==> config.mk <==
export PLATFORM = sky130hd
export DESIGN_NAME = evt_irq_coalescer
export DESIGN_NICKNAME = d
export VERILOG_FILES = /design/src/rtl/eic_pkg.sv /design/src/rtl/eic_wm_gate.sv /design/src/rtl/eic_status_bank.sv /design/src/rtl/eic_deadline_timer.sv /design/src/rtl/eic_line_ctl.sv /design/src/rtl/evt_irq_coalescer.sv
export SDC_FILE = /design/constraint.sdc
export NUM_CORES = 1
export LEC_CHECK = 0
export CAP_MARGIN = 20
export CORE_ASPECT_RATIO = 0.5
export CORE_UTILIZATION = 26
export CTS_CLUSTER_DIAMETER = 200
export DETAILED_ROUTE_END_ITERATION = 12
export DONT_BUFFER_PORTS = 1
export GPL_ROUTABILITY_DRIVEN = 0
export PLACE_DENSITY_LB_ADDON = 0.12
export SYNTH_ARGS = -nofsm -noshare
export SYNTH_HDL_FRONTEND = slang
export SYNTH_SLANG_ARGS = --single-unit
==> constraint.sdc <==
create_clock -name clk -period 5.5 [get_ports clk]
set_input_delay 0.55 -clock clk [delete_from_list [all_inputs] [get_ports clk]]
set_output_delay 0.55 -clock clk [all_outputs]
set_load 0.1 [all_outputs]
==> src/rtl/eic_pkg.sv <==
package eic_pkg;
   // event bit positions; the no-delay and default-mask sets depend on them
   localparam int EV_RX_PKT   = 0;
   localparam int EV_RX_HIGH  = 1;
   localparam int EV_RX_EMPTY = 2;
   localparam int EV_RX_DMA   = 3;
   localparam int EV_TX_PKT   = 4;
   localparam int EV_TX_LOW   = 5;
   localparam int EV_TX_FULL  = 6;
   localparam int EV_TX_DMA   = 7;
   localparam int EV_SOFT     = 8;
   localparam int EV_DEFINED  = 9;

   localparam logic [31:0] DEFINED_MASK = (32'd1 << EV_DEFINED) - 32'd1;
   localparam logic [31:0] DEF_MASK     = (32'd1 << EV_SOFT) | (32'd1 << EV_RX_HIGH)
                                        | (32'd1 << EV_RX_PKT) | (32'd1 << EV_TX_LOW);
   localparam logic [31:0] NODELAY_MASK = (32'd1 << EV_SOFT) | (32'd1 << EV_RX_HIGH)
                                        | (32'd1 << EV_TX_LOW);

   localparam int NUM_WM = 2;

   typedef enum logic [1:0] {
      SEL_STATUS = 2'd0,
      SEL_MASK   = 2'd1,
      SEL_CTRL   = 2'd2,
      SEL_CMD    = 2'd3
   } reg_sel_e;

   // watermark channel -> event bit it gates
   function automatic int wm_bit(input int ch);
      return (ch == 0) ? EV_RX_HIGH : EV_TX_LOW;
   endfunction
endpackage

==> src/rtl/eic_wm_gate.sv <==
module eic_wm_gate
   import eic_pkg::*;
#(
   parameter int EVW = 16
) (
   input  logic              clk,
   input  logic              rst_n,
   input  logic [NUM_WM-1:0] wm_level,
   input  logic [EVW-1:0]    post_ok,
   output logic [EVW-1:0]    block
);
   logic [NUM_WM-1:0] arm_w;

   for (genvar i = 0; i < NUM_WM; i++) begin : g_arm
      localparam int B = wm_bit(i);
      logic arm_q;
      always_ff @(posedge clk) begin
         if (!rst_n) arm_q <= 1'b0;
         else        arm_q <= wm_level[i] | (arm_q & ~post_ok[B]);
      end
      assign arm_w[i] = arm_q;
   end

   always_comb begin
      block = '0;
      for (int i = 0; i < NUM_WM; i++) block[wm_bit(i)] = ~arm_w[i];
   end
endmodule

==> src/rtl/eic_status_bank.sv <==
module eic_status_bank
   import eic_pkg::*;
#(
   parameter int EVW  = 16,
   parameter int DLYW = 8
) (
   input  logic            clk,
   input  logic            rst_n,
   input  logic [EVW-1:0]  evt_post,
   input  logic            reg_wr,
   input  logic            reg_rd,
   input  logic [1:0]      reg_sel,
   input  logic [EVW-1:0]  reg_wdata,
   input  logic [DLYW-1:0] holdoff,
   input  logic [EVW-1:0]  wm_block,
   output logic [EVW-1:0]  post_ok,
   output logic [EVW-1:0]  status_q,
   output logic [EVW-1:0]  mask_q,
   output logic            en_q,
   output logic            req,
   output logic [DLYW-1:0] req_dly,
   output logic            cancel,
   output logic            pend_zero,
   output logic            rd_status,
   output logic            err_q
);
   localparam logic [EVW-1:0] RSVD   = ~DEFINED_MASK[EVW-1:0];
   localparam logic [EVW-1:0] SOFT_V = EVW'(1) << EV_SOFT;
   localparam logic [EVW-1:0] NODLY  = NODELAY_MASK[EVW-1:0];
   localparam logic [EVW-1:0] RST_MK = DEF_MASK[EVW-1:0];

   logic           wr_status, wr_mask, wr_ctrl, wr_cmd;
   logic [EVW-1:0] raw_post, raw_clr, clr_ok;
   logic [EVW-1:0] status_n, mask_n, pend_n, gated;
   logic           en_n, bad, post_req, now_req, urgent;

   always_comb begin
      wr_status = reg_wr && (reg_sel == SEL_STATUS);
      wr_mask   = reg_wr && (reg_sel == SEL_MASK);
      wr_ctrl   = reg_wr && (reg_sel == SEL_CTRL);
      wr_cmd    = reg_wr && (reg_sel == SEL_CMD);
      rd_status = reg_rd && (reg_sel == SEL_STATUS);

      raw_post = evt_post | ((wr_cmd && reg_wdata[0]) ? SOFT_V : '0);
      raw_clr  = wr_status ? reg_wdata : '0;
      post_ok  = raw_post & ~RSVD;
      clr_ok   = raw_clr & ~RSVD;
      bad      = (|(raw_post & RSVD)) || (|(raw_clr & RSVD));

      status_n = (status_q & ~clr_ok) | post_ok;
      mask_n   = wr_mask ? (reg_wdata & ~RSVD) : mask_q;
      en_n     = wr_ctrl ? reg_wdata[0] : en_q;
      pend_n   = status_n & mask_n;
      gated    = pend_n & ~wm_block;

      post_req  = (|post_ok) && (|gated);
      now_req   = ((mask_n != mask_q) || (en_n && !en_q)) && (|pend_n);
      req       = en_n && (post_req || now_req);
      urgent    = now_req || (|(gated & NODLY));
      req_dly   = urgent ? '0 : holdoff;
      pend_zero = ~(|pend_n);
      cancel    = !en_n || pend_zero;
   end

   always_ff @(posedge clk) begin
      if (!rst_n) begin
         status_q <= '0;
         mask_q   <= RST_MK;
         en_q     <= 1'b0;
         err_q    <= 1'b0;
      end else begin
         status_q <= status_n;
         mask_q   <= mask_n;
         en_q     <= en_n;
         err_q    <= bad;
      end
   end
endmodule

==> src/rtl/eic_deadline_timer.sv <==
module eic_deadline_timer #(
   parameter int DLYW = 8
) (
   input  logic            clk,
   input  logic            rst_n,
   input  logic            req,
   input  logic [DLYW-1:0] req_dly,
   input  logic            cancel,
   output logic            fire,
   output logic            active_q
);
   logic [DLYW-1:0] cnt_q;

   assign fire = active_q && (cnt_q == '0) && !cancel;

   always_ff @(posedge clk) begin
      if (!rst_n) begin
         active_q <= 1'b0;
         cnt_q    <= '0;
      end else if (cancel) begin
         active_q <= 1'b0;
      end else if (req && (!active_q || (req_dly < cnt_q))) begin
         active_q <= 1'b1;
         cnt_q    <= req_dly;
      end else if (active_q) begin
         if (cnt_q == '0) active_q <= 1'b0;
         else             cnt_q    <= cnt_q - 1'b1;
      end
   end
endmodule

==> src/rtl/eic_line_ctl.sv <==
module eic_line_ctl (
   input  logic clk,
   input  logic rst_n,
   input  logic fire,
   input  logic drop,
   output logic irq_q
);
   always_ff @(posedge clk) begin
      if (!rst_n)    irq_q <= 1'b0;
      else if (drop) irq_q <= 1'b0;
      else if (fire) irq_q <= 1'b1;
   end
endmodule

==> src/rtl/evt_irq_coalescer.sv <==
module evt_irq_coalescer
   import eic_pkg::*;
#(
   parameter int EVW  = 16,
   parameter int DLYW = 8
) (
   input  logic            clk,
   input  logic            rst_n,
   input  logic [EVW-1:0]  evt_post,
   input  logic            reg_wr,
   input  logic            reg_rd,
   input  logic [1:0]      reg_sel,
   input  logic [EVW-1:0]  reg_wdata,
   output logic [EVW-1:0]  reg_rdata,
   input  logic [DLYW-1:0] holdoff,
   input  logic            rx_empty,
   input  logic            tx_full,
   input  logic            irq_ack,
   output logic            irq,
   output logic            access_err
);
   if (EVW < EV_DEFINED || EVW > 32) begin : g_bad_evw
      initial $error("evt_irq_coalescer: EVW must lie in [9,32]");
   end
   if (DLYW < 1 || DLYW > 31) begin : g_bad_dlyw
      initial $error("evt_irq_coalescer: DLYW must lie in [1,31]");
   end

   logic [EVW-1:0]  post_ok, status_q, mask_q, wm_block;
   logic            en_q, req, cancel, pend_zero, rd_status, fire, tmr_active;
   logic [DLYW-1:0] req_dly;

   eic_wm_gate #(.EVW(EVW)) u_gate (
      .clk      (clk),
      .rst_n    (rst_n),
      .wm_level ({tx_full, rx_empty}),
      .post_ok  (post_ok),
      .block    (wm_block)
   );

   eic_status_bank #(.EVW(EVW), .DLYW(DLYW)) u_bank (
      .clk       (clk),
      .rst_n     (rst_n),
      .evt_post  (evt_post),
      .reg_wr    (reg_wr),
      .reg_rd    (reg_rd),
      .reg_sel   (reg_sel),
      .reg_wdata (reg_wdata),
      .holdoff   (holdoff),
      .wm_block  (wm_block),
      .post_ok   (post_ok),
      .status_q  (status_q),
      .mask_q    (mask_q),
      .en_q      (en_q),
      .req       (req),
      .req_dly   (req_dly),
      .cancel    (cancel),
      .pend_zero (pend_zero),
      .rd_status (rd_status),
      .err_q     (access_err)
   );

   eic_deadline_timer #(.DLYW(DLYW)) u_timer (
      .clk      (clk),
      .rst_n    (rst_n),
      .req      (req),
      .req_dly  (req_dly),
      .cancel   (cancel),
      .fire     (fire),
      .active_q (tmr_active)
   );

   eic_line_ctl u_line (
      .clk   (clk),
      .rst_n (rst_n),
      .fire  (fire),
      .drop  (pend_zero || rd_status || irq_ack),
      .irq_q (irq)
   );

   always_comb begin
      unique case (reg_sel)
         SEL_STATUS: reg_rdata = status_q;
         SEL_MASK:   reg_rdata = mask_q;
         SEL_CTRL:   reg_rdata = {{(EVW-1){1'b0}}, en_q};
         default:    reg_rdata = '0;
      endcase
   end
endmodule

Word-level counts from Yosys, hierarchy flattened. Index checks and enable logic that the tools add are counted.

Add/sub/neg operators: 1. Reductions and logical operators: 37. Eq/ne operators: 5. Order comparisons: 1. Bitwise gates (word level): 18. Muxes and demuxes: 12.

Operator list (count): $and A16 B16 Y16 (3); $pmux W16 S3 (1); $mux W16 (2); $mux W8 (4); $reduce_or A16 Y1 (2); $ne A16 B16 Y1 (1); $not A6 Y16 (1); $not A9 Y16 (1); $or A16 B16 Y16 (1); $or A16 B9 Y16 (1); $reduce_or A7 Y1 (2); $logic_and A1 B1 Y1 (13); $mux W9 (1); $reduce_or A9 Y1 (1); $logic_not A8 Y1 (1); $logic_or A1 B1 Y1 (8); $lt A8 B8 Y1 (1); $sub A8 B1 Y8 const B (1); $not A1 Y1 (7); $eq A2 B2 Y1 const B (2); $logic_not A1 Y1 (4); $mux W1 (4); $reduce_or A2 Y1 (2); $reduce_and A3 Y1 (1); 7 further kinds (9).

Word-level logic and storage cells: 83. Output and inout bits: 18. Input port bits: 49. Flip-flop bits (word level): 46.

Logic depth before layout (Yosys ltp).
Depth after elaboration: 16. Depth in mapped cells: 19. Gate-level depth less buffers: 16.

By module. Synthesis repeated with hierarchy kept, for this count alone.

Cells, all modules: 346. Area, all modules: 3000.4 um2.

By module, submodules not included: eic_status_bank (area an instance 1695.4 um2, times used 1, cells an instance 192); eic_deadline_timer (area an instance 808.3 um2, times used 1, cells an instance 90); evt_irq_coalescer (area an instance 276.5 um2, times used 1, cells an instance 38); eic_wm_gate (area an instance 183.9 um2, times used 1, cells an instance 23); eic_line_ctl (area an instance 36.3 um2, times used 1, cells an instance 3).

Worst setup path after synthesis. OpenSTA, ideal clock, no wires.

Kind: in2reg. Start point: in reg_sel[0]. End point: reg u_timer.cnt_q[3]. Setup time: 103 ps. Path slack: 1083 ps. Buffers on the path: 2. Stages on the path: 18. Data required time: 5397 ps. Arrival time: 4314 ps. Path through: buf_2 -> or3b_1 -> clkbuf_2 -> o22ai_1 -> o22ai_1 -> nor3_1 -> a21boi_0 -> nor2_1 -> and2_1 -> ha_1 -> a21oi_1 -> o21ai_0 -> a211oi_1 -> nor2_1 -> a21oi_1 -> a2111oi_2 -> and3_1 -> a2111oi_2.

Word-level cells in the longest chain between the ends: 16.

Ends and longest elaborated chain: from (decl) (line evt_irq_coalescer.sv:12) `input logic [1:0] reg_sel,`; $eq A2 B2 Y1 / $logic_not A2 Y1 (equally long branches) (line eic_status_bank.sv:41, eic_status_bank.sv:38); $logic_and A1 B1 Y1 (on tied branches) (line eic_status_bank.sv:41, eic_status_bank.sv:38); $logic_and A1 B1 Y1 / $mux W16 (equally long branches) (line eic_status_bank.sv:44, eic_status_bank.sv:45); $mux W9 / $not A9 Y16 (equally long branches) (line eic_status_bank.sv:44, eic_status_bank.sv:50); $or A16 B16 Y16 / $and A16 B16 Y16 (equally long branches) (line eic_status_bank.sv:44, eic_status_bank.sv:50); $or A16 B9 Y16 (line eic_status_bank.sv:50) `status_n = (status_q & ~clr_ok) | post_ok;`; $and A16 B16 Y16 (line eic_status_bank.sv:53) `pend_n = status_n & mask_n;`; $reduce_or A16 Y1 / $and A16 B16 Y16 (equally long branches) (line eic_status_bank.sv:57, eic_status_bank.sv:61, eic_status_bank.sv:54); $logic_and A1 B1 Y1 / $reduce_or A3 Y1 (equally long branches) (line eic_status_bank.sv:57, eic_status_bank.sv:59); $logic_or A1 B1 Y1 (line eic_status_bank.sv:59) `urgent = now_req || (|(gated & NODLY));`; $mux W8 (line eic_status_bank.sv:60) `req_dly = urgent ? '0 : holdoff;`; $lt A8 B8 Y1 (line eic_deadline_timer.sv:22) `end else if (req && (!active_q || (req_dly < cnt_q))) begin`; $logic_or A1 B1 Y1 (line eic_deadline_timer.sv:22); $logic_and A1 B1 Y1 (line eic_deadline_timer.sv:22); $ne A2 B2 Y1 (no source line) / $reduce_bool A2 Y1 (equally long branches); $reduce_and A3 Y1 (no source line); to (signal assigned) (line eic_deadline_timer.sv:24) `cnt_q <= req_dly;`; to (signal assigned) (line eic_deadline_timer.sv:27) `else cnt_q <= cnt_q - 1'b1;`; to (decl) (line eic_deadline_timer.sv:12) `logic [DLYW-1:0] cnt_q;`.

Parallel ways exist; a longest one is shown, timed or not. A chain may end at the register's enable or synchronous reset.

Final worst setup path.
Start point: in reg_sel[1]. End point: reg u_timer.cnt_q[6].

Same word-level chain as after synthesis.

==> impl_results.md <==
* Std-Cell Rows at 24
* Final min period at ~4900 ps
* Wire length of the first global-routing pass at 12100 um
* Htree depth at 2
* Top-count cell post-synth: dfxtp_1
* Pwr dens at 281 nW/um2
* Dpl cells at 408
* Global route overflow at 0
* Dominant cell type by area after synthesis: dfxtp_1
* Hold Path Depth at 1
* Synth-to-Final Area Change at 11.3%
* CP delay by family, top: compound AO/OA/AOI/OAI gates
* Max-slew headroom at between 20% and 30%
* Reg2Reg Depth at 16
* Hold Crit Class: input port to flop
* Worst Setup SP: reg_sel[1]
* Synth top area cells: dfxtp_1 (32%), mux2i_1 (8.5%), nor2_1 (5.3%)
* Filler instances at approximately 950
* Starting density of the core at ~28%
* Non-Filler Instances at about 420
* Beginning of the worst hold path: rst_n
* Ys async rst share at 0%
* Distinct cells, synth at 55
* Worst path max stage delay at 510 ps
* Crit Path Max Fanout at 19
* Register area share after synthesis at a little under a third
* Lkg Pwr at 1.10 nW
* TritonCTS clock tree: done
* Initial antenna violation count at 0
* IO buf count at 0
* Status: complete, no violations
* Area occupied by multi-input gates at 1620 um2
* Syn Area/Cell at roughly 8.3 um2
* DRC at 0
* Worst EP required at 5630 ps
* Die width at ~140 um
* CP endpoint kind: flop
* Vias per Instance at 5.43
* Hold Fails Final Rpt at 0
* Post-synth top cells: dfxtp_1 (39), nor2_1 (35), mux2i_1 (21)
* EDFF count, synth at 0
* Worst vdd rail ir drop at between 0.1 and 0.15 mV
* CTS sink cnt at 39
* Power, Total at between 0.7 and 0.8 mW
* Crit path DAT at 4990 ps
* Period utilization at between 80% and 90%
* Number of global-route vias before repair at between 2k and 2.5k
* Slowest CP cell: or3b_1
* MaxCap Viol Count at 0
* Hold buffers post-CTS at 0
* Setup TNS at 0 ps
* WL final at 7600 um
* GRT Util Overall at between 10% and 20%
* Worst-margin pin slew at 1120 ps
* CTS root buffer: clkbuf_16
* Total CTS buffers at 5
* Share of the synthesized area in the top cell type at 31.6%
* Reg area at 781 um2
* Reg2reg setup slack at around 1100 ps
* Drt pass-1 iters at 5
* RSZ-0062 raised after global routing: false
* Mapped cell area at 2470 um2
* CTS clock-pin slew for the worst setup and hold paths at 60 ps
* Worst hold slack at approximately 320 ps
* Reg2reg end: u_timer.cnt_q[3]
* Max Slew Vio Count at 0
* Crit-path cells: or3b_1 -> o22ai_1 -> o22ai_1 -> nor3_1 -> a21boi_0 -> nor2_1 -> and2_1 -> ha_1 -> a21oi_1 -> o21ai_0 -> a211oi_1 -> nand2_1 -> a21oi_1 -> o22ai_4 -> a221oi_1 -> a21oi_1
* Die Span Y at 71.0 um
* Layout cells sized above 1 at about 8%
* Ports at between 60 and 70
* Post-synthesis instance total at 298
* Antenna-violating nets left at 0
* Achievable frequency at 206 MHz
* Fin nets at 355
* Die area at 9930 um2
* Clock Path Buffers at 2
* Final setup violation count at 0
* Most common cell on crit path: a21oi_1
* Clock Skew at 5.38 ps
* 1st-iter DRT viols at 167
* Post-CTS Setup Inserts at 0
* Yosys reg bits at 39
* Crit path launch type: input port
* RR Startpoint: u_bank.en_q
* Bufs and invs on worst path at 0
* Crit Path Class: input port to flop
* Synth Net Count at around 360
* HPWL after detailed placement at 5870 um
* WL/cell at 18.3 um
* Hold path endpoint: u_bank.mask_q[0]
* Vias at 2259
* Clock Latency Late Sink at 290 ps
* Largest net degree at the start of global routing at 25
* Warnings, synthesis at 0
* Core area at 8950 um2
* Antenna Cells at 0
* Main synth FF type: dfxtp_1
* # resized after CTS at 0
## routing by layer
| layer | share of wire, % | vias to the layer above | track usage, % |
|---|---|---|---|
| met5 | 0 | - | 0 |
| met4 | 1.8 | 0 | 6.11 |
| met3 | 6.8 | 12 | 5.15 |
| met2 | 45 | 67 | 25.7 |
| met1 | 47 | 1074 | 20.1 |
| li1 | - | 1106 | - |
## report_power, final
| group | total [mW] | internal [mW] | switching [mW] |
|---|---|---|---|
| logic | 0.179 | 0.0598 | 0.119 |
| clock network | 0.288 | 0.168 | 0.120 |
| registers | 0.307 | 0.295 | 0.0121 |
## final cells by class
type / count / area share, %
inverters: 13 / 1.77
clock inverters: 1 / 0.182
clock buffers: 7 / 4.82
repair buffers: 3 / 0.818
multi-input cells: 236 / 58.7
well taps: 117 / 5.32
flip-flops and latches: 39 / 28.4
## cell usage in the layout (no fill, tap or decap), types with 3 or more instances in the layout
master and n:
o22ai_1 10, nor3b_1 3, and3_1 9, and2_1 13
nor2b_1 3, or4bb_1 3, nor3_1 14, nor2_1 27
dfxtp_1 39, inv_1 13, ha_1 8, xnor2_1 3
o21ai_0 7, clkbuf_16 5, nand2b_1 7, nand3_1 5
a21oi_1 17, a211oi_1 4, nor4_1 8, a31oi_1 5
nand2_1 14, o211ai_1 4, xor2_1 7, nor2_2 8
buf_4 3, mux2i_1 21, or3_1 3
## sequential cells by signal, summed over array words and instances (netlist names)
name                cells
u_bank.en_q             1
u_gate.g_arm.arm_q      2
u_timer.cnt_q           8
u_bank.status_q         9
u_line.irq_q            1
u_timer.active_q        1
u_bank.mask_q          16
u_bank.err_q            1
## stage by stage
step	area (um2)	setup WS, ps	utilization, %
5_1_grt	2750	148	30.8
6_report	2750	646	30.8
3_5_place_dp	2620	281	29.2
2_1_floorplan	2470	1080	-
4_1_cts	2750	591	30.8
3_3_place_gp	2620	352	29.2
## cells by family (layout without fill, tap and decap cells)
family / count (synthesis) / count (layout) / synth area share [%]
compound gates: 73 / 73 / 21.3
xor+xnor: 10 / 10 / 3.54
fa+ha+maj: 8 / 8 / 4.05
buf+inv: 23 / 24 / 4.00
flops: 39 / 39 / 31.6
mux: 22 / 22 / 8.96
simple gates: 123 / 123 / 26.6
## how the worst max path moves through the flow
| stage | to | slack (ps) | cells after the start |
|---|---|---|---|
| detailed placement | u_timer.cnt_q[6] | 280 | 16 |
| global placement | u_timer.cnt_q[6] | 350 | 16 |
| floorplan | u_timer.cnt_q[3] | 1080 | 18 |
| global route | u_timer.cnt_q[6] | 150 | 16 |
| finish | u_timer.cnt_q[6] | 650 | 16 |
| CTS | u_timer.cnt_q[6] | 590 | 16 |
(Power assumes the default switching activity.)
